$ cat config.mk
export PLATFORM = sky130hd
export DESIGN_NAME = segxl_unit
export DESIGN_NICKNAME = d
export VERILOG_FILES = /design/src/rtl/segxl_pkg.sv /design/src/rtl/segxl_tabs.sv /design/src/rtl/segxl_fetch.sv /design/src/rtl/segxl_ctrl.sv /design/src/rtl/segxl_unit.sv
export SDC_FILE = /design/constraint.sdc
export NUM_CORES = 1
export LEC_CHECK = 0
export BUFFER_PORTS_ARGS = -buffer_cell sky130_fd_sc_hd__buf_2
export CAP_MARGIN = 20
export CORE_AREA = 2 2 180 182
export DETAILED_ROUTE_END_ITERATION = 8
export DIE_AREA = 0 0 182 184
export PLACE_DENSITY = 0.77
export SETUP_SLACK_MARGIN = 0.3
export SYNTH_ARGS = -nofsm -noshare
export SYNTH_HDL_FRONTEND = slang
export SYNTH_HIERARCHICAL = 1
export SYNTH_SLANG_ARGS = --single-unit
export TNS_END_PERCENT = 20
$ cat constraint.sdc
create_clock -name clk -period 4.7 [get_ports clk]
set_clock_uncertainty 0.15 [all_clocks]
set_input_delay 0.47 -clock clk [delete_from_list [all_inputs] [get_ports clk]]
set_output_delay 0.47 -clock clk [all_outputs]
set_load 0.1 [all_outputs]
$ cat src/rtl/segxl_pkg.sv
`timescale 1ns/1ps
package segxl_pkg;
   localparam int SEL_W  = 16;
   localparam int IDX_W  = SEL_W - 3;
   localparam int BASE_W = 32;
   localparam int LIM_W  = 16;
   localparam int ATTR_W = 16;
   localparam int DESC_W = BASE_W + LIM_W + ATTR_W;

   // index [15:3], table pick [2], privilege [1:0]
   typedef struct packed {
      logic [IDX_W-1:0] idx;
      logic             tloc;
      logic [1:0]       rpl;
   } sel_t;

   // first word = base, second word = {attr, limit}
   typedef struct packed {
      logic [ATTR_W-1:0] attr;
      logic [LIM_W-1:0]  lim;
      logic [BASE_W-1:0] base;
   } desc_t;

   typedef struct packed {
      logic [BASE_W-1:0] base;
      logic [LIM_W-1:0]  lim;
   } tab_t;

   function automatic logic entry_out(input logic [IDX_W-1:0] idx, input logic [LIM_W-1:0] lim);
      logic [BASE_W-1:0] last_byte;
      last_byte = BASE_W'({idx, 3'b111});
      return last_byte > BASE_W'(lim);
   endfunction

   function automatic logic [BASE_W-1:0] entry_addr(input logic [BASE_W-1:0] base, input logic [IDX_W-1:0] idx);
      return base + BASE_W'({idx, 3'b000});
   endfunction
endpackage

$ cat src/rtl/segxl_tabs.sv
`timescale 1ns/1ps
module segxl_tabs
   import segxl_pkg::*;
(
   input  logic              clk,
   input  logic              rst_n,
   input  logic              gwr,
   input  logic [BASE_W-1:0] gbase,
   input  logic [LIM_W-1:0]  glim,
   input  logic              lld,
   input  logic              lfail,
   input  tab_t              lnew,
   output tab_t              gtab,
   output tab_t              ltab,
   output logic              lvld
);
   always_ff @(posedge clk or negedge rst_n) begin
      if (!rst_n) begin
         gtab <= '0;
         ltab <= '0;
         lvld <= 1'b0;
      end else begin
         if (gwr) begin
            gtab.base <= gbase;
            gtab.lim  <= glim;
         end
         if (lld) begin
            ltab <= lnew;
            lvld <= 1'b1;
         end else if (lfail) begin
            lvld <= 1'b0;
         end
      end
   end
endmodule

$ cat src/rtl/segxl_fetch.sv
`timescale 1ns/1ps
module segxl_fetch
   import segxl_pkg::*;
#(
   parameter int MEM_W = 32
) (
   input  logic              clk,
   input  logic              rst_n,
   input  logic              start,
   input  logic [BASE_W-1:0] addr,
   output logic              mrd_valid,
   output logic [BASE_W-1:0] mrd_addr,
   input  logic              mrd_ready,
   input  logic              mrd_rvalid,
   input  logic [MEM_W-1:0]  mrd_rdata,
   output logic              fdone,
   output logic [DESC_W-1:0] fdesc
);
   localparam int BEATS = DESC_W / MEM_W;
   localparam int BW    = (BEATS > 1) ? $clog2(BEATS) : 1;
   localparam int STEP  = MEM_W / 8;

   initial begin
      assert (MEM_W == 32 || MEM_W == 64)
         else $error("segxl_fetch: MEM_W must be 32 or 64");
   end

   typedef enum logic [1:0] {F_IDLE, F_REQ, F_WAIT} fst_e;

   fst_e              st;
   logic [BW-1:0]     beat;
   logic [BASE_W-1:0] base_q;
   logic [DESC_W-1:0] buf_q;
   logic              last;

   generate
      if (BEATS == 1) begin : g_single
         assign last = 1'b1;
      end else begin : g_multi
         assign last = (beat == BW'(BEATS - 1));
      end
   endgenerate

   assign mrd_valid = (st == F_REQ);
   assign mrd_addr  = base_q + BASE_W'(beat) * BASE_W'(STEP);
   assign fdesc     = buf_q;

   always_ff @(posedge clk or negedge rst_n) begin
      if (!rst_n) begin
         st     <= F_IDLE;
         beat   <= '0;
         base_q <= '0;
         buf_q  <= '0;
         fdone  <= 1'b0;
      end else begin
         fdone <= 1'b0;
         case (st)
            F_IDLE: begin
               if (start) begin
                  base_q <= addr;
                  beat   <= '0;
                  st     <= F_REQ;
               end
            end
            F_REQ: begin
               if (mrd_ready) st <= F_WAIT;
            end
            F_WAIT: begin
               if (mrd_rvalid) begin
                  buf_q[beat*MEM_W +: MEM_W] <= mrd_rdata;
                  if (last) begin
                     fdone <= 1'b1;
                     st    <= F_IDLE;
                  end else begin
                     beat <= beat + 1'b1;
                     st   <= F_REQ;
                  end
               end
            end
            default: st <= F_IDLE;
         endcase
      end
   end
endmodule

$ cat src/rtl/segxl_ctrl.sv
`timescale 1ns/1ps
module segxl_ctrl
   import segxl_pkg::*;
#(
   parameter int OFF_W = 32
) (
   input  logic              clk,
   input  logic              rst_n,
   input  logic              gwr,
   input  logic              lwr,
   input  logic [SEL_W-1:0]  lsel,
   input  logic              go,
   input  logic [SEL_W-1:0]  xsel,
   input  logic [OFF_W-1:0]  xoff,
   input  tab_t              gtab,
   input  tab_t              ltab,
   input  logic              lvld,
   input  logic              fdone,
   input  logic [DESC_W-1:0] fdesc,
   output logic              fstart,
   output logic [BASE_W-1:0] faddr,
   output logic              gwr_ok,
   output logic              lld,
   output logic              lfail,
   output tab_t              lnew,
   output logic              busy,
   output logic              done,
   output logic              fault,
   output logic [BASE_W-1:0] lin,
   output logic [ATTR_W-1:0] attr,
   output logic [1:0]        rpl
);
   typedef enum logic [1:0] {C_IDLE, C_CHK, C_FETCH} cst_e;

   cst_e             st;
   sel_t             sel_q;
   logic [OFF_W-1:0] off_q;
   logic             op_ld;
   tab_t             tab_use;
   logic             nolt;
   logic             oob;
   logic             off_bad;
   desc_t            d;

   assign d = desc_t'(fdesc);

   always_comb begin
      tab_use = (!op_ld && sel_q.tloc) ? ltab : gtab;
      nolt    = !op_ld && sel_q.tloc && !lvld;
      oob     = entry_out(sel_q.idx, tab_use.lim);
      off_bad = BASE_W'(off_q) > BASE_W'(d.lim);
   end

   assign busy      = (st != C_IDLE);
   assign gwr_ok    = gwr && (st == C_IDLE);
   assign fstart    = (st == C_CHK) && !nolt && !oob;
   assign faddr     = entry_addr(tab_use.base, sel_q.idx);
   assign lld       = (st == C_FETCH) && fdone && op_ld;
   assign lfail     = (st == C_CHK) && op_ld && oob;
   assign lnew.base = d.base;
   assign lnew.lim  = d.lim;

   always_ff @(posedge clk or negedge rst_n) begin
      if (!rst_n) begin
         st    <= C_IDLE;
         sel_q <= '0;
         off_q <= '0;
         op_ld <= 1'b0;
         done  <= 1'b0;
         fault <= 1'b0;
         lin   <= '0;
         attr  <= '0;
         rpl   <= '0;
      end else begin
         done  <= 1'b0;
         fault <= 1'b0;
         case (st)
            C_IDLE: begin
               if (!gwr) begin
                  if (lwr) begin
                     sel_q <= sel_t'(lsel);
                     op_ld <= 1'b1;
                     st    <= C_CHK;
                  end else if (go) begin
                     sel_q <= sel_t'(xsel);
                     off_q <= xoff;
                     op_ld <= 1'b0;
                     st    <= C_CHK;
                  end
               end
            end
            C_CHK: begin
               if (nolt || oob) begin
                  st    <= C_IDLE;
                  done  <= 1'b1;
                  fault <= 1'b1;
                  lin   <= '0;
                  attr  <= '0;
                  rpl   <= sel_q.rpl;
               end else begin
                  st <= C_FETCH;
               end
            end
            C_FETCH: begin
               if (fdone) begin
                  st   <= C_IDLE;
                  done <= 1'b1;
                  rpl  <= sel_q.rpl;
                  if (op_ld) begin
                     lin  <= d.base;
                     attr <= d.attr;
                  end else if (off_bad) begin
                     fault <= 1'b1;
                     lin   <= '0;
                     attr  <= '0;
                  end else begin
                     lin  <= d.base + BASE_W'(off_q);
                     attr <= d.attr;
                  end
               end
            end
            default: st <= C_IDLE;
         endcase
      end
   end
endmodule

$ cat src/rtl/segxl_unit.sv
`timescale 1ns/1ps
module segxl_unit
   import segxl_pkg::*;
#(
   parameter int MEM_W = 32,
   parameter int OFF_W = 32
) (
   input  logic              clk,
   input  logic              rst_n,
   input  logic              gtab_wr,
   input  logic [31:0]       gtab_base_in,
   input  logic [15:0]       gtab_lim_in,
   input  logic              ltsel_wr,
   input  logic [15:0]       ltsel_in,
   input  logic              xl_go,
   input  logic [15:0]       xl_sel,
   input  logic [OFF_W-1:0]  xl_off,
   output logic              busy,
   output logic              done,
   output logic              fault,
   output logic [31:0]       lin_addr,
   output logic [15:0]       attr_out,
   output logic [1:0]        rpl_out,
   output logic              mrd_valid,
   output logic [31:0]       mrd_addr,
   input  logic              mrd_ready,
   input  logic              mrd_rvalid,
   input  logic [MEM_W-1:0]  mrd_rdata
);
   initial begin
      assert (OFF_W >= 1 && OFF_W <= BASE_W)
         else $error("segxl_unit: OFF_W out of range");
   end

   tab_t              gtab;
   tab_t              ltab;
   tab_t              lnew;
   logic              lvld;
   logic              gwr_ok;
   logic              lld;
   logic              lfail;
   logic              fstart;
   logic [BASE_W-1:0] faddr;
   logic              fdone;
   logic [DESC_W-1:0] fdesc;

   segxl_tabs u_tabs (
      .clk   (clk),
      .rst_n (rst_n),
      .gwr   (gwr_ok),
      .gbase (gtab_base_in),
      .glim  (gtab_lim_in),
      .lld   (lld),
      .lfail (lfail),
      .lnew  (lnew),
      .gtab  (gtab),
      .ltab  (ltab),
      .lvld  (lvld)
   );

   segxl_ctrl #(.OFF_W(OFF_W)) u_ctrl (
      .clk    (clk),
      .rst_n  (rst_n),
      .gwr    (gtab_wr),
      .lwr    (ltsel_wr),
      .lsel   (ltsel_in),
      .go     (xl_go),
      .xsel   (xl_sel),
      .xoff   (xl_off),
      .gtab   (gtab),
      .ltab   (ltab),
      .lvld   (lvld),
      .fdone  (fdone),
      .fdesc  (fdesc),
      .fstart (fstart),
      .faddr  (faddr),
      .gwr_ok (gwr_ok),
      .lld    (lld),
      .lfail  (lfail),
      .lnew   (lnew),
      .busy   (busy),
      .done   (done),
      .fault  (fault),
      .lin    (lin_addr),
      .attr   (attr_out),
      .rpl    (rpl_out)
   );

   segxl_fetch #(.MEM_W(MEM_W)) u_fetch (
      .clk        (clk),
      .rst_n      (rst_n),
      .start      (fstart),
      .addr       (faddr),
      .mrd_valid  (mrd_valid),
      .mrd_addr   (mrd_addr),
      .mrd_ready  (mrd_ready),
      .mrd_rvalid (mrd_rvalid),
      .mrd_rdata  (mrd_rdata),
      .fdone      (fdone),
      .fdesc      (fdesc)
   );
endmodule

==> impl.org, run 1 <==
** Detailed routing
- Routed wire length :: 42800 um
- Pre-Repair DR Iteration Count :: 5
- The routed layout has 12100 vias.
- The detailed router finished its first iteration with 820 violations.
- DR vias/cell :: 5.83
- Drt drc :: 0
- DRT antenna net count :: 0
- In the final routed layout, each cell accounts on average for 20.7 um.

** Clock tree
- TritonCTS clock tree :: done
- CTS placed an instance of sky130_fd_sc_hd__clkbuf_16 at the clock tree root.
- H-tree depth reported by CTS :: 2
- Worst-skew pair later-pin latency :: 0.53 ns
- The clock passes through at most 3 buffers.
- Clock-pin slew on the worst setup and hold paths :: 0.06 ns
- Buffers added to address setup during post-CTS repair amount to 0.
- Number of sinks on the clock net :: 300
- Counting the buffers created by CTS gives 34.

** Layout
- Leaving out fill and tap cells, the most frequent cell in the layout is sky130_fd_sc_hd__dfrtp_1.
- Leading cell types in the layout, fill and taps excluded :: 300 x sky130_fd_sc_hd__dfrtp_1, 235 x sky130_fd_sc_hd__buf_2, 195 x sky130_fd_sc_hd__mux2_2, 110 x sky130_fd_sc_hd__nand2_1, 79 x sky130_fd_sc_hd__ha_1
- Layout Nets :: 1875
- In the final layout, the share of cells above drive strength 1 is 33.4%.
- With fillers left out, the area of the finished cells amounts to 18800 um^2.
- Layout area overhead :: 14.7%

** Power and ir drop
- Worst vdd ir :: 405 uV
- Leakage power of the design :: 0.00902 uW
- Power after layout :: 14300 uW
- Power density normalized to cell area :: 759 nW/um^2

** Setup path
- CP cell instances :: nor2b_4 -> buf_4 -> mux2i_1 -> ha_1 -> a21oi_1 -> o21a_1 -> nor2_1 -> o41ai_2 -> o21ai_0 -> nor2_1 -> nand2b_1 -> nor2_2 -> buf_12 -> mux2_2
- STA classifies the critical path endpoint as a flop.
- The cell that appears most often on the critical path is sky130_fd_sc_hd__nor2_1.
- Buffers plus inverters on the worst setup path :: 2
- Worst r2r dst :: u_fetch/base_q[11]$_DFFE_PN0P_
- Worst r2r src :: u_ctrl/sel_q[2]$_DFFE_PN0P_
- Of all nets on the critical path, the largest fanout is 33.
- On the critical path, the stage with the largest delay is an instance of sky130_fd_sc_hd__o41ai_2.
- Counting cells, the worst reg-to-reg path comes to 14.
- Slack of the worst reg-to-reg path :: 0.56 ns
- Critical path startpoint category :: flop
- At the worst endpoint, the required time is 4.94 ns.
- Maximum cell stage delay along the critical path :: 0.62 ns
- The worst setup path is of the reg2reg kind.
- For the worst setup path, the data arrival time is 4.39 ns.
- Family of cells with the greatest summed delay on the critical path :: compound AO/OA/AOI/OAI gates

** STA
- The worst pin sits at a relative slew slack of 34.3%.
- Setup violations remaining at the end of the flow were counted as 0.
- Subtracting the final worst setup slack from the clock period gives 4.14 ns.
- Dividing the final minimum period by the clock period gives 88.2%.
- Accumulated negative setup slack :: 0 ns
- Setup repair after global routing missed its margin :: no
- Max Clock Freq :: 0.241 GHz
- Final Slew Violations :: 0
- Actual slew at the worst max-slew pin :: 0.986 ns
- Final-report hold violation count :: 0

** Run status
- The run finished with clean final reports.

** Placement
- Routability-driven placement finished with a final weighted congestion of 0.931.
- Post-DP Area :: 17700 um^2
- Detailed Place HPWL :: 31600 um
- Count of buffers from port buffering :: 236

** Floorplan
- Top-level port count :: 237
- Number of rows in the core area :: 65
- Die Outline Area :: 33500 um^2
- From bottom edge to top edge, the die measures 184 um.
- The die is 182 um wide.
- Once the floorplan was initialized, standard cells occupied 52.3% of the core.
- The core region is 31400 um^2.

** Global routing
- The first global-routing pass estimated 67100 um of wire.
- Across every metal layer, demand over resource in global routing totals 25.6%.
- Via count of the first global-routing pass :: 12100
- Leftover overflow at the end of global routing :: 0
- Entering global routing, the biggest net connects 124 pins.
- Number of antenna violations at the first check in global routing :: 3

** Yosys
- Mux cell area share after synthesis :: 18.7%
- Yosys mapped a number of flops with a built-in enable equal to 0.
- Post-synthesis instance total :: 1451
- After synthesis, flip-flops and latches occupy 45.7% of the total area.
- After Yosys synthesis, XOR and XNOR cells account for 4.37% of the synthesized area.
- In the synthesized netlist the dominant register cell turns out to be sky130_fd_sc_hd__dfrtp_1.
- After Yosys synthesis, and, or, nand and nor cells account for 9.11% of the synthesized area.
- Compound-Gate Fraction of Synth Area :: 10.8%
- Post-synthesis cell type count :: 63
- Largest family of logic cells by synthesized area :: multiplexers
- Synth Register Bits :: 300
- The number of nets in the synthesized netlist is 1683.
- After Yosys synthesis, full adders, half adders and majority gates account for 6.26% of the synthesized area.
- Cell area after technology mapping :: 16400 um^2
- Counting flops with an async set or reset pin after synthesis yields a share of 100%.
- Averaged over all synthesized cells, the footprint is 11.3 um^2.
- Warning count from the yosys run :: 6

** Job
- Maximum Capacitance Violations :: 0

** Hold path
- The startpoint identified for the worst hold timing path is xl_off[16].
- The worst hold path was traced through 2 stages.
- Endpoint of the worst hold-timing path :: u_ctrl/off_q[16]$_DFFE_PN0P_
- The worst hold path belongs to the class in2reg.
-- Yosys cell counts (36+ instances only) --
cell type / count / area share, %
sky130_fd_sc_hd__nand3_1: 36 / 1.1
sky130_fd_sc_hd__nand2_1: 110 / 2.5
sky130_fd_sc_hd__o21ai_0: 52 / 1.6
sky130_fd_sc_hd__xnor2_1: 54 / 2.9
sky130_fd_sc_hd__buf_4: 53 / 2.4
sky130_fd_sc_hd__a21oi_1: 74 / 2.3
sky130_fd_sc_hd__nor2_1: 63 / 1.4
sky130_fd_sc_hd__inv_1: 41 / 0.94
sky130_fd_sc_hd__ha_1: 79 / 6.0
sky130_fd_sc_hd__mux2i_1: 43 / 2.6
sky130_fd_sc_hd__mux2_2: 195 / 13
sky130_fd_sc_hd__dfrtp_1: 300 / 46
-- worst reg2reg max path, stage by stage (launching register included) --
cell and delay [ns]:
sky130_fd_sc_hd__dfrtp_1 0.41, sky130_fd_sc_hd__nor2b_4 0.29, sky130_fd_sc_hd__buf_4 0.28, sky130_fd_sc_hd__mux2i_1 0.25
sky130_fd_sc_hd__ha_1 0.28, sky130_fd_sc_hd__a21oi_1 0.15, sky130_fd_sc_hd__o21a_1 0.14, sky130_fd_sc_hd__nor2_1 0.04
sky130_fd_sc_hd__o41ai_2 0.62, sky130_fd_sc_hd__o21ai_0 0.26, sky130_fd_sc_hd__nor2_1 0.26, sky130_fd_sc_hd__nand2b_1 0.12
sky130_fd_sc_hd__nor2_2 0.15, sky130_fd_sc_hd__buf_12 0.22, sky130_fd_sc_hd__mux2_2 0.39
-- cell families (layout without fill, tap and decap cells) --
kind of cell	after synthesis	in the layout
simple gates	303	303
flops	300	300
compound gates	270	270
mux	268	268
buf+inv	147	363
xor+xnor	82	82
fa+ha+maj	81	81
other cells	0	1
-- sequential cells by signal, summed over array words and instances, names as in the netlist --
signal          count
u_ctrl/attr        16
u_ctrl/done         1
u_ctrl/fault        1
u_ctrl/lin         32
u_ctrl/off_q       32
u_ctrl/op_ld        1
u_ctrl/rpl          2
u_ctrl/sel_q       16
u_ctrl/st           2
u_fetch/base_q     32
u_fetch/beat        1
u_fetch/fdesc      64
u_fetch/fdone       1
u_fetch/st          2
u_tabs/gtab        48
u_tabs/ltab        48
u_tabs/lvld         1
-- metrics by stage --
step | setup slack, ns | hold slack (ns) | util [%] | std cells
floorplan | 0.386 | 0.0244 | - | 1451
global placement | 0.833 | 0.313 | 56.3 | 2004
detailed placement | 0.684 | 0.319 | 56.3 | 2004
CTS | 0.646 | 0.000791 | 59.9 | 2068
global route | 0.343 | 0.00411 | 60.0 | 2069
finish | 0.556 | 0.0191 | 60.0 | 2070
-- cell type report --
type | instances | area (um^2)
Tap cell | 402 | 503
Inverter | 41 | 154
Clock buffer | 51 | 1010
Antenna cell | 1 | 2.50
Clock inverter | 9 | 93.8
Fill cell | 2529 | 12600
Timing Repair Buffer | 262 | 1440
Multi-Input combinational cell | 1004 | 8120
Sequential cell | 300 | 7510
-- metal layers --
metal	track usage, %	vias up	share of wire (%)
met5	0	-	0.063
met4	6.65	4	2.1
met3	5.39	73	7.5
met2	41.5	476	46
met1	35.2	5933	45
li1	-	5574	-
-- report_power, final --
| part | internal [uW] | switching (uW) |
|---|---|---|
| registers | 3410 | 1020 |
| logic | 2860 | 4400 |
| clock network | 1550 | 1060 |
-- worst max-delay path by stage --
stage,start,endpoint,depth (start not counted)
after floorplan,u_ctrl/op_ld$_DFFE_PN0P_,u_fetch/base_q[10]$_DFFE_PN0P_,17
after global placement,u_ctrl/op_ld$_DFFE_PN0P_,u_fetch/base_q[27]$_DFFE_PN0P_,15
after detailed placement,u_ctrl/sel_q[2]$_DFFE_PN0P_,u_fetch/base_q[11]$_DFFE_PN0P_,14
after CTS,u_ctrl/sel_q[2]$_DFFE_PN0P_,u_fetch/base_q[11]$_DFFE_PN0P_,14
after global routing,u_ctrl/op_ld$_DFFE_PN0P_,u_fetch/base_q[31]$_DFFE_PN0P_,15
final,u_ctrl/sel_q[2]$_DFFE_PN0P_,u_fetch/base_q[11]$_DFFE_PN0P_,14
-- repair_timing --
item                                   4_1_cts  5_1_grt
setup endpoints to repair                    0        0
hold buffers                                 4        0
endpoints found under the hold margin      121        0
gates resized for setup                      0        0
Note: power is estimated with default switching activity, not from simulation.
==> run 2: changes to the inputs <==
CELL_PAD_IN_SITES_DETAIL_PLACEMENT = 0   (was unset)
CELL_PAD_IN_SITES_GLOBAL_PLACEMENT = 1   (was unset)
CORE_AREA = 2 2 201 203   (was 2 2 180 182)
DIE_AREA = 0 0 203 205   (was 0 0 182 184)
PLACE_DENSITY = unset   (was 0.77)
PLACE_DENSITY_LB_ADDON = 0.1   (was unset)
==> run 2 against run 1 <==
Effect of this change: register-to-register slack improved by 0.15 ns; sequential share of layout area is 1.6 points lower; die area rose by 24%; hold slack better by 0.0074 ns; clock power is 2% higher; setup slack improved by 0.15 ns; global-route usage is 3.8 points lower; power is 0.58% higher; highest routed layer is now met4.
==> impl.org, run 2 (same netlist as run 1, synthesis figures left out) <==
** Setup path
- The logic depth of the worst register-to-register path came to 16 (+2).
- The slowest stage of the critical path belongs to the cell sky130_fd_sc_hd__dfrtp_1.
- The worst reg-to-reg setup slack came to 0.71 ns (+0.15 ns).
- The critical path in this run is classified as reg2reg.
- CP cell instances :: nor2b_4 -> buf_12 -> buf_4 -> nand2_1 -> nand2_1 -> ha_1 -> fa_1 -> a21o_1 -> a21oi_1 -> o21ai_0 -> and3_1 -> o31a_1 -> o21ai_0 -> a211oi_1 -> xnor2_1 -> mux2_2
- The critical path data arrival time came to 4.26 ns (-0.13 ns).
- STA classifies the critical path startpoint as a flop.
- Worst setup path start :: u_ctrl/sel_q[2]$_DFFE_PN0P_
- Crit-path max FO :: 15 (-55%)
- The worst setup path is captured at a flop.
- The required time at the endpoint of the critical path was 4.97 ns (+0.03 ns).
- In this run the critical register-to-register path is launched from u_ctrl/sel_q[2]$_DFFE_PN0P_.
- The delay of the slowest cell on the worst path was 0.42 ns (-0.20 ns).
- The endpoint identified for the worst register-to-register timing path is u_fetch/base_q[31]$_DFFE_PN0P_.

** STA
- Max Clock Freq :: 0.250 GHz (+3.7%)
- Setup repair after global routing left no endpoint under its margin.
- The final-report setup violation count was 0 (unchanged).
- The slew at the pin closest to its max-slew limit came to 1.08 ns (+0.0987 ns).
- Accumulated negative setup slack :: 0 ns (unchanged)
- The final number of hold-violating endpoints was 0 (unchanged).
- Part of the cycle the worst path needs :: 85.0% (-3.2 points)
- Max-slew headroom :: 27.7% (-6.6 points)
- The minimum clock period came to 3.99 ns (-0.149 ns).
- Final Slew Violations :: 0 (unchanged)

** Placement
- Post-DP Area :: 17800 um^2 (+0.90%)
- The number of port buffers is 236 (unchanged).
- The half-perimeter wire length of the detailed placement result is 33500 um (+6.2%).
- The routability-driven placement congestion ratio was 0.876 (-5.9%).

** Clock tree
- Number of sinks on the clock net :: 300 (unchanged)
- TritonCTS clock tree :: done
- The H-tree depth reported by CTS is 2 (unchanged).
- The CTS clock-pin slew for the worst setup and hold paths is 0.06 ns (about the same).
- The TritonCTS buffer count was 35 (+2.9%).
- Number of buffers on the longest clock path :: 3 (unchanged)
- Worst-skew pair later-pin latency :: 0.54 ns (about the same)
- Clock tree root driver cell :: sky130_fd_sc_hd__clkbuf_16

** Floorplan
- Number of rows in the core area :: 73 (+12%)
- The number of ports placed on the die boundary is 237 (unchanged).
- The vertical die dimension came to 205 um (+11%).
- The horizontal extent of the die came to 203 um (+12%).
- Starting utilization of the core area :: 41.7% (-11 points)
- Floorplan Core Area :: 39400 um^2 (+25%)
- The area enclosed by the die boundary came to 41600 um^2 (+24%).

** Layout
- The cell area after layout was 19600 um^2 (+4.2%).
- Number of flip-flops in the largest register :: 64 (unchanged)
- Leading cell types in the layout, fill and taps excluded :: 300 x sky130_fd_sc_hd__dfrtp_1, 235 x sky130_fd_sc_hd__buf_2, 195 x sky130_fd_sc_hd__mux2_2, 110 x sky130_fd_sc_hd__nand2_1, 79 x sky130_fd_sc_hd__ha_1
- Antenna diode instance count :: 0 (-1)
- The library cell used most frequently in the layout, excluding fill and tap cells, is sky130_fd_sc_hd__dfrtp_1.
- Layout area overhead :: 19.6%
- The net total in the final layout was 1940 (+3.5%).
- Fraction of final layout cells with drive strength greater than 1 :: 32.4% (-0.98 points)
- Footprint of the multi-input gates :: 8140 um^2 (+0.20%)
- Fill cell instance count of the final layout :: 3609 (+43%)
- The register area came to 7510 um^2 (unchanged).

** Global routing
- The first-pass GRT wire length is 69800 um (+4.1%).
- The met2 track utilization from global routing is 34.0% (-7.4 points).
- Total track usage :: 21.8% (-3.8 points)
- Number of antenna violations at the first check in global routing :: 0 (-3)
- Routing usage on met3 :: 3.32% (-2.1 points)
- Pin count of the biggest net entering global routing :: 82 (-34%)
- The global-route met1 utilization is 31.9% (-3.3 points).
- Highest-utilization routing layer at the global route stage :: met2
- The overflow left after global routing was 0 (unchanged).
- Via count of the first global-routing pass :: 11900 (-1.9%)

** Hold path
- Endpoint of the worst hold-timing path :: u_tabs/gtab[8]$_DFFE_PN0P_
- In this run the most critical hold path is launched from gtab_lim_in[8].
- Cell count of the worst hold path :: 2 (unchanged)
- The min-delay analysis places its worst path in the category in2reg.

** Power and ir drop
- Net switching power figure :: 6490 uW (about the same)
- The fraction of power spent switching nets came to 45.1% (-0.24 points).
- The combinational group share of total power was 50.9% (about the same).
- Worst vdd ir :: 329 uV (-19%)
- Power density normalized to cell area :: 733 nW/um^2 (-3.5%)
- The cell internal power dissipation was 7900 uW (+1.0%).
- Share of total power in sequential cells :: 30.7% (-0.2 points)
- The clock network fraction of total power is 18.4% (about the same).
- The leakage power summed over all cells came to 0.00930 uW (+3.1%).

** Job
- The number of max-cap violations is 0 (unchanged).

** Detailed routing
- Pre-Repair DR Iteration Count :: 5 (unchanged)
- Initial detailed-routing violation count :: 582 (-29%)
- Via count :: 11900 (-1.4%)
- DR vias/cell :: 5.26 (-9.6%)
- Routed wire length :: 45200 um (+5.5%)
- DRT antenna net count :: 0 (unchanged)
- The residual DRC count is 0 (unchanged).
- Routed length per instance :: 20.0 um (-3.3%)

** Run status
- The flow ran to the end, and the final reports show no timing, DRC or antenna violations.
-- run 2: cell count changes in the layout (fill, tap and decap cells not counted), sizes merged --
cell,previous run,this run
inv,43,42
clkinvlp,2,1
dlygate4sd3,4,64
diode,1,0
buf,258,262
clkinv,4,8
-- run 2: metal layers --
metal	up-vias	share of wire [%]	wire length [um]
li1	5706	-	-
met1	5845	49	22300
met2	278	45	20100
met3	59	4.2	1920
met4	0	1.8	791
met5	-	0	0
-- run 2: worst max-delay path by stage --
stage	to	slack [ns]	depth (start not counted)
after floorplan	u_fetch/base_q[10]$_DFFE_PN0P_	0.39	17
after global placement	u_fetch/base_q[3]$_DFFE_PN0P_	0.61	14
after detailed placement	u_fetch/base_q[26]$_DFFE_PN0P_	0.51	14
after CTS	u_fetch/base_q[5]$_DFFE_PN0P_	0.50	14
after global routing	u_fetch/base_q[21]$_DFFE_PN0P_	0.46	15
final	u_fetch/base_q[31]$_DFFE_PN0P_	0.71	16
-- run 2: power groups by stage --
stage | registers (uW) | clock network (uW) | logic [uW]
after global placement | 4450 | 0 | 7110
final | 4420 | 2650 | 7320
after CTS | 4420 | 2740 | 7260
after detailed placement | 4460 | 0 | 7170
after floorplan | 4100 | 0 | 5980
after global routing | 4550 | 2850 | 8030
-- run 2: timing repair --
| item | CTS | global route |
|---|---|---|
| resized for setup | 0 | 1 |
| endpoints found under the setup margin | 0 | 31 |
| hold buffers | 63 | 1 |
| setup buffers | 0 | 5 |
| hold endpoints to repair | 135 | 1 |
-- run 2: area by class of cell --
| type | instances | area share [%] |
|---|---|---|
| inverters | 41 | 0.784 |
| clock buffers | 51 | 5.18 |
| repair buffers | 326 | 10.5 |
| flip-flops and latches | 300 | 38.2 |
| well taps | 525 | 3.35 |
| multi-input cells | 1004 | 41.4 |
| clock inverters | 11 | 0.497 |
-- run 2: critical path: cells and delay by family, from the launching register on --
family                     cells  cell delay (ns)
DFF                            1             0.42
adders and majority gates      2             0.61
AOI/OAI and AO/OA              6             1.45
and+or+nand+nor                4             0.51
xor gates and xnor gates       1             0.14
buffers and inverters          2             0.31
muxes                          1             0.27
-- run 2: metrics by stage --
stage | util (%) | hold WS (ns) | total power (uW) | setup slack (ns) | std cells
5_1_grt | 49.9 | 0.00181 | 15400 | 0.457 | 2258
4_1_cts | 49.7 | 0.000737 | 14400 | 0.495 | 2252
3_3_place_gp | 45.3 | 0.318 | 11600 | 0.610 | 2127
3_5_place_dp | 45.3 | 0.322 | 11600 | 0.512 | 2127
6_report | 49.9 | 0.0265 | 14400 | 0.705 | 2258
2_1_floorplan | - | 0.0244 | 10100 | 0.386 | 1451
==> run 3: changes to the inputs <==
ABC_AREA = 1   (was unset)
CORE_AREA = 2 2 208 210   (was 2 2 201 203)
DIE_AREA = 0 0 210 212   (was 0 0 203 205)
clock period = 3.75 ns   (was 4.7 ns; I/O delays follow)
==> run 3 against run 2 <==
Effect of this change: hold slack lost 0.019 ns; critical path depth shrank 8; setup slack lost 0.12 ns; utilization grew 1.8 points; register-to-register slack lost 0.11 ns; synthesized cell count grew 70%; routed wire length grew 26%; via count grew 38%; sequential power grew 27%; non-clock buffer count grew 75; final cell count grew 48%; power grew 34%.
==> impl.org, run 3 <==
** Setup path
- Reg2reg path depth :: 17 (+1)
- The most critical setup path has its startpoint at u_fetch/beat$_DFFE_PN0P_.
- In this run the critical register-to-register path is captured at u_fetch/base_q[25]$_DFFE_PN0P_.
- The critical path data arrival time came to 2.64 ns (-1.62 ns).
- Worst r2r src :: u_ctrl/op_ld$_DFFE_PN0P_
- The critical path ends at mrd_addr[14].
- Critical path startpoint category :: flop
- Endpoint required time on the critical path :: 3.22 ns (-1.75 ns)
- Capturing element type of the critical path :: output pin
- The worst-path maximum fanout was 5 (-10).
- The worst reg-to-reg setup slack was 0.60 ns (-0.11 ns).
- The worst setup path is of the reg2out kind.

** Clock tree
- The CTS clock-pin slew for the worst setup and hold paths is 0.06 ns (about the same).
- Clock tree root driver cell :: sky130_fd_sc_hd__clkbuf_16
- The H-tree depth reported by CTS was 2 (unchanged).
- TritonCTS Buffers :: 35 (unchanged)
- TritonCTS clock tree :: done
- Worst-skew pair later-pin latency :: 0.55 ns (about the same)
- The clock sink total was 300 (unchanged).
- The number of buffers on the longest clock path was 3 (unchanged).

** Layout
- Leading cell types in the layout, fill and taps excluded :: 1145 x sky130_fd_sc_hd__nand2_1, 300 x sky130_fd_sc_hd__dfrtp_1, 235 x sky130_fd_sc_hd__buf_2, 224 x sky130_fd_sc_hd__inv_1, 145 x sky130_fd_sc_hd__dlygate4sd3_1
- The library cell used most frequently in the layout, excluding fill and tap cells, is sky130_fd_sc_hd__nand2_1.
- Post-route cell area :: 22000 um^2 (+12%)
- The number of fillers in the final layout was 4265 (+18%).
- The net total in the final layout is 3011 (+55%).
- Number of standard cells in the layout, taps in and fillers out :: 3350 (+48%)
- The area growth from synthesis to layout is 21.6%.
- Sequential cell area :: 7510 um^2 (unchanged)
- Number of flip-flops in the largest register :: 64 (unchanged)
- Footprint of the multi-input gates :: 8850 um^2 (+8.8%)
- Fraction of final layout cells with drive strength greater than 1 :: 14.3% (-18 points)

** Global routing
- The number of global-route vias before repair came to 16400 (+38%).
- Wire length of the first global-routing pass :: 89700 um (+28%)
- The overflow left after global routing came to 0 (unchanged).
- The total global routing track utilization came to 26.0% (+4.2 points).
- Number of antenna violations at the first check in global routing :: 1 (+1)
- Pin count of the biggest net entering global routing :: 86 (+4.9%)

** Yosys
- The number of enable-type register cells in the synthesized netlist came to 0 (unchanged).
- The count of unique library cells instantiated by Yosys came to 47 (-25%).
- Most used DFF post-synth :: sky130_fd_sc_hd__dfrtp_1
- The instance count of the mapped netlist is 2465 (+70%).
- The portion of netlist area occupied by mux cells is 2.60% (-16 points).
- Summed over all instances, the cell type with the most area after synthesis is sky130_fd_sc_hd__dfrtp_1.
- The register bit total from synthesis is 300 (unchanged).
- Share of the synthesized netlist area taken by xor and xnor gates :: 2.72% (-1.7 points)
- The compound-cell area share of the yosys netlist came to 6.46% (-4.3 points).
- The commonest cells after synthesis are 1146 x sky130_fd_sc_hd__nand2_1, 300 x sky130_fd_sc_hd__dfrtp_1, 224 x sky130_fd_sc_hd__inv_1.
- Simple-gate share of the synthesized area :: 31.5% (+22 points)
- The number of synthesis warnings is 6 (unchanged).
- The most common cell in the synthesized netlist is sky130_fd_sc_hd__nand2_1.
- Avg Synthesized Cell Area :: 7.33 um^2 (-35%)
- Share of synthesized cell area in full adder, half adder and majority cells :: 5.69% (-0.57 points)
- The total nets after synthesis was 2697 (+60%).
- The top cell type's share of synthesized area came to 41.6% (-4.2 points).
- After synthesis, the largest family of logic cells by area is simple AND/OR/NAND/NOR gates.
- Post-synthesis async set-or-reset flop share :: 100% (unchanged)
- The sequential area share after synthesis is 41.6% (-4.2 points).
- Biggest area contributors in the synthesized netlist :: sky130_fd_sc_hd__dfrtp_1 42%, sky130_fd_sc_hd__nand2_1 24%, sky130_fd_sc_hd__ha_1 5.5%
- The synthesized cell area is 18100 um^2 (+10%).

** Floorplan
- The floorplan core area was 42500 um^2 (+8.0%).
- Starting utilization of the core area :: 42.5% (+0.78 points)
- Number of rows in the core area :: 76 (+4.1%)
- Top-level port count :: 237 (unchanged)
- Horizontal extent of the die :: 210 um (+3.4%)
- The area enclosed by the die boundary was 44500 um^2 (+7.0%).
- Floorplan die height :: 212 um (+3.4%)

** Power and ir drop
- Net switching power figure :: 9570 uW (+48%)
- The clock network fraction of total power came to 18.0% (-0.4 points).
- Leakage power of the design :: 0.0121 uW (+30%)
- The worst ir drop on vdd came to 444 uV (+35%).
- Combinational power share :: 52.9% (+2.0 points)
- Share of total power in sequential cells :: 29.1% (-1.6 points)
- Power density normalized to cell area :: 877 nW/um^2 (+20%)
- The cell internal power dissipation was 9690 uW (+23%).
- The fraction of power spent switching nets came to 49.7% (+4.6 points).

** STA
- Part of the cycle the worst path needs :: 84.4%
- Min Clock Period, post-route :: 3.16 ns
- Max Clock Freq :: 0.316 GHz
- The post-route worst setup slack was 0.586 ns (-0.120 ns).
- Final-report hold violation count :: 0 (unchanged)
- Setup repair after global routing could not meet its margin everywhere.
- The headroom to the max-slew limit came to 39.6% (+12 points).
- The final-report setup violation count was 0 (unchanged).
- Accumulated negative setup slack :: 0 ns (unchanged)
- The final number of max-transition violations was 0 (unchanged).
- Actual slew at the worst max-slew pin :: 0.906 ns (-0.178 ns)

** Detailed routing
- The ratio of routed vias to standard cells was 4.88 (-7.3%).
- The residual DRC count was 0 (unchanged).
- The total vias in the final route came to 16400 (+38%).
- The detailed-router iteration count before antenna repair came to 5 (unchanged).
- The antenna violation net count after detailed routing came to 0 (unchanged).
- The per-cell routed wire length is 17.0 um (-15%).
- Routed wire length :: 56900 um (+26%)
- Initial detailed-routing violation count :: 920 (+58%)

** Placement
- Detailed Place HPWL :: 43400 um (+29%)
- The post-place setup slack came to 0.487 ns (-0.0250 ns).
- Post-DP Area :: 19300 um^2 (+8.5%)
- Placed cells :: 3143 (+48%)
- The number of port buffers came to 236 (unchanged).
- RD Place Congestion :: 0.872 (-0.43%)

** Job
- Maximum Capacitance Violations :: 0 (unchanged)

** Run status
- The flow ran to the end, and the final reports show no timing, DRC or antenna violations.

** Hold path
- The tightest min-delay check is of the in2reg type.
## run 3: cell count changes in the layout (fill, tap and decap cells not counted), moves of 30 or more
cell                            delta
sky130_fd_sc_hd__nor2_1           +71
sky130_fd_sc_hd__mux2_2          -164
sky130_fd_sc_hd__inv_1           +183
sky130_fd_sc_hd__xnor2_1          -30
sky130_fd_sc_hd__dlygate4sd3_1    +81
sky130_fd_sc_hd__mux2i_1          -31
sky130_fd_sc_hd__nand2_1        +1035
sky130_fd_sc_hd__mux2_4           -30
sky130_fd_sc_hd__o21ai_0          +32
## run 3: worst min path at each step
stage,startpoint,end,slack (ns),depth (start not counted)
floorplan,rst_n,u_ctrl/attr[0]$_DFFE_PN0P_,-0.07,0
global placement,rst_n,u_tabs/gtab[24]$_DFFE_PN0P_,0.23,1
detailed placement,rst_n,u_tabs/gtab[24]$_DFFE_PN0P_,0.23,1
CTS,mrd_rdata[18],u_fetch/fdesc[50]$_DFFE_PN0P_,0.0006,3
global route,mrd_rdata[20],u_fetch/fdesc[52]$_DFFE_PN0P_,0.02,3
finish,mrd_rdata[18],u_fetch/fdesc[50]$_DFFE_PN0P_,0.008,3
## run 3: metrics by stage
stage | utilization [%] | hold slack (ns) | total power [uW]
CTS | 51.6 | 0.000582 | 19400
finish | 51.7 | 0.00758 | 19300
detailed placement | 45.5 | 0.228 | 15600
global route | 51.7 | 0.0247 | 20800
floorplan | - | -0.0706 | 13100
global placement | 45.5 | 0.229 | 15500
## run 3: critical path, cell delays in order, from the launching register on
cell and delay (ns):
sky130_fd_sc_hd__dfrtp_1 0.52, sky130_fd_sc_hd__ha_1 0.21, sky130_fd_sc_hd__ha_1 0.17, sky130_fd_sc_hd__nand2_1 0.09, sky130_fd_sc_hd__nor2_4 0.13, sky130_fd_sc_hd__nand2_2 0.14, sky130_fd_sc_hd__nor2_2 0.23, sky130_fd_sc_hd__xor2_1 0.17
sky130_fd_sc_hd__buf_2 0.44
## run 3: cell families (layout without fill, tap and decap cells)
group | count (synthesis) | count (layout)
mux | 43 | 43
buf+inv | 365 | 703
fa+ha+maj | 81 | 81
compound gates | 206 | 206
xor+xnor | 56 | 56
other cells | 0 | 1
simple gates | 1414 | 1414
flops | 300 | 300
## run 3: what timing repair did
item,CTS,global route
gates resized for setup,0,3
setup endpoints to repair,0,7
hold buffers,145,0
buffers inserted,0,0
endpoints found under the hold margin,218,0
## run 3: per-layer routing
layer | up-vias | track usage [%] | routed length, um
met5 | - | 0 | 0
met4 | 0 | 7.70 | 1330
met3 | 70 | 3.18 | 2450
met2 | 357 | 44.3 | 26600
met1 | 7674 | 35.0 | 26500
li1 | 8251 | - | -
## run 3: area by class of cell
cell class / count / share of cell area, %
multi-input combinational: 1800 / 40.3
sequential: 300 / 34.2
timing repair buffer: 401 / 12.9
clock buffer: 52 / 4.75
inverter: 241 / 4.17
tap: 546 / 3.11
clock inverter: 9 / 0.564
antenna: 1 / 0.0114
## run 3: power by group through the flow
stage	registers, uW	clock network, uW	logic (uW)
finish	5600	3470	10200
global route	5750	3690	11400
CTS	5600	3570	10200
detailed placement	5640	0	9920
global placement	5640	0	9840
floorplan	5260	0	7850
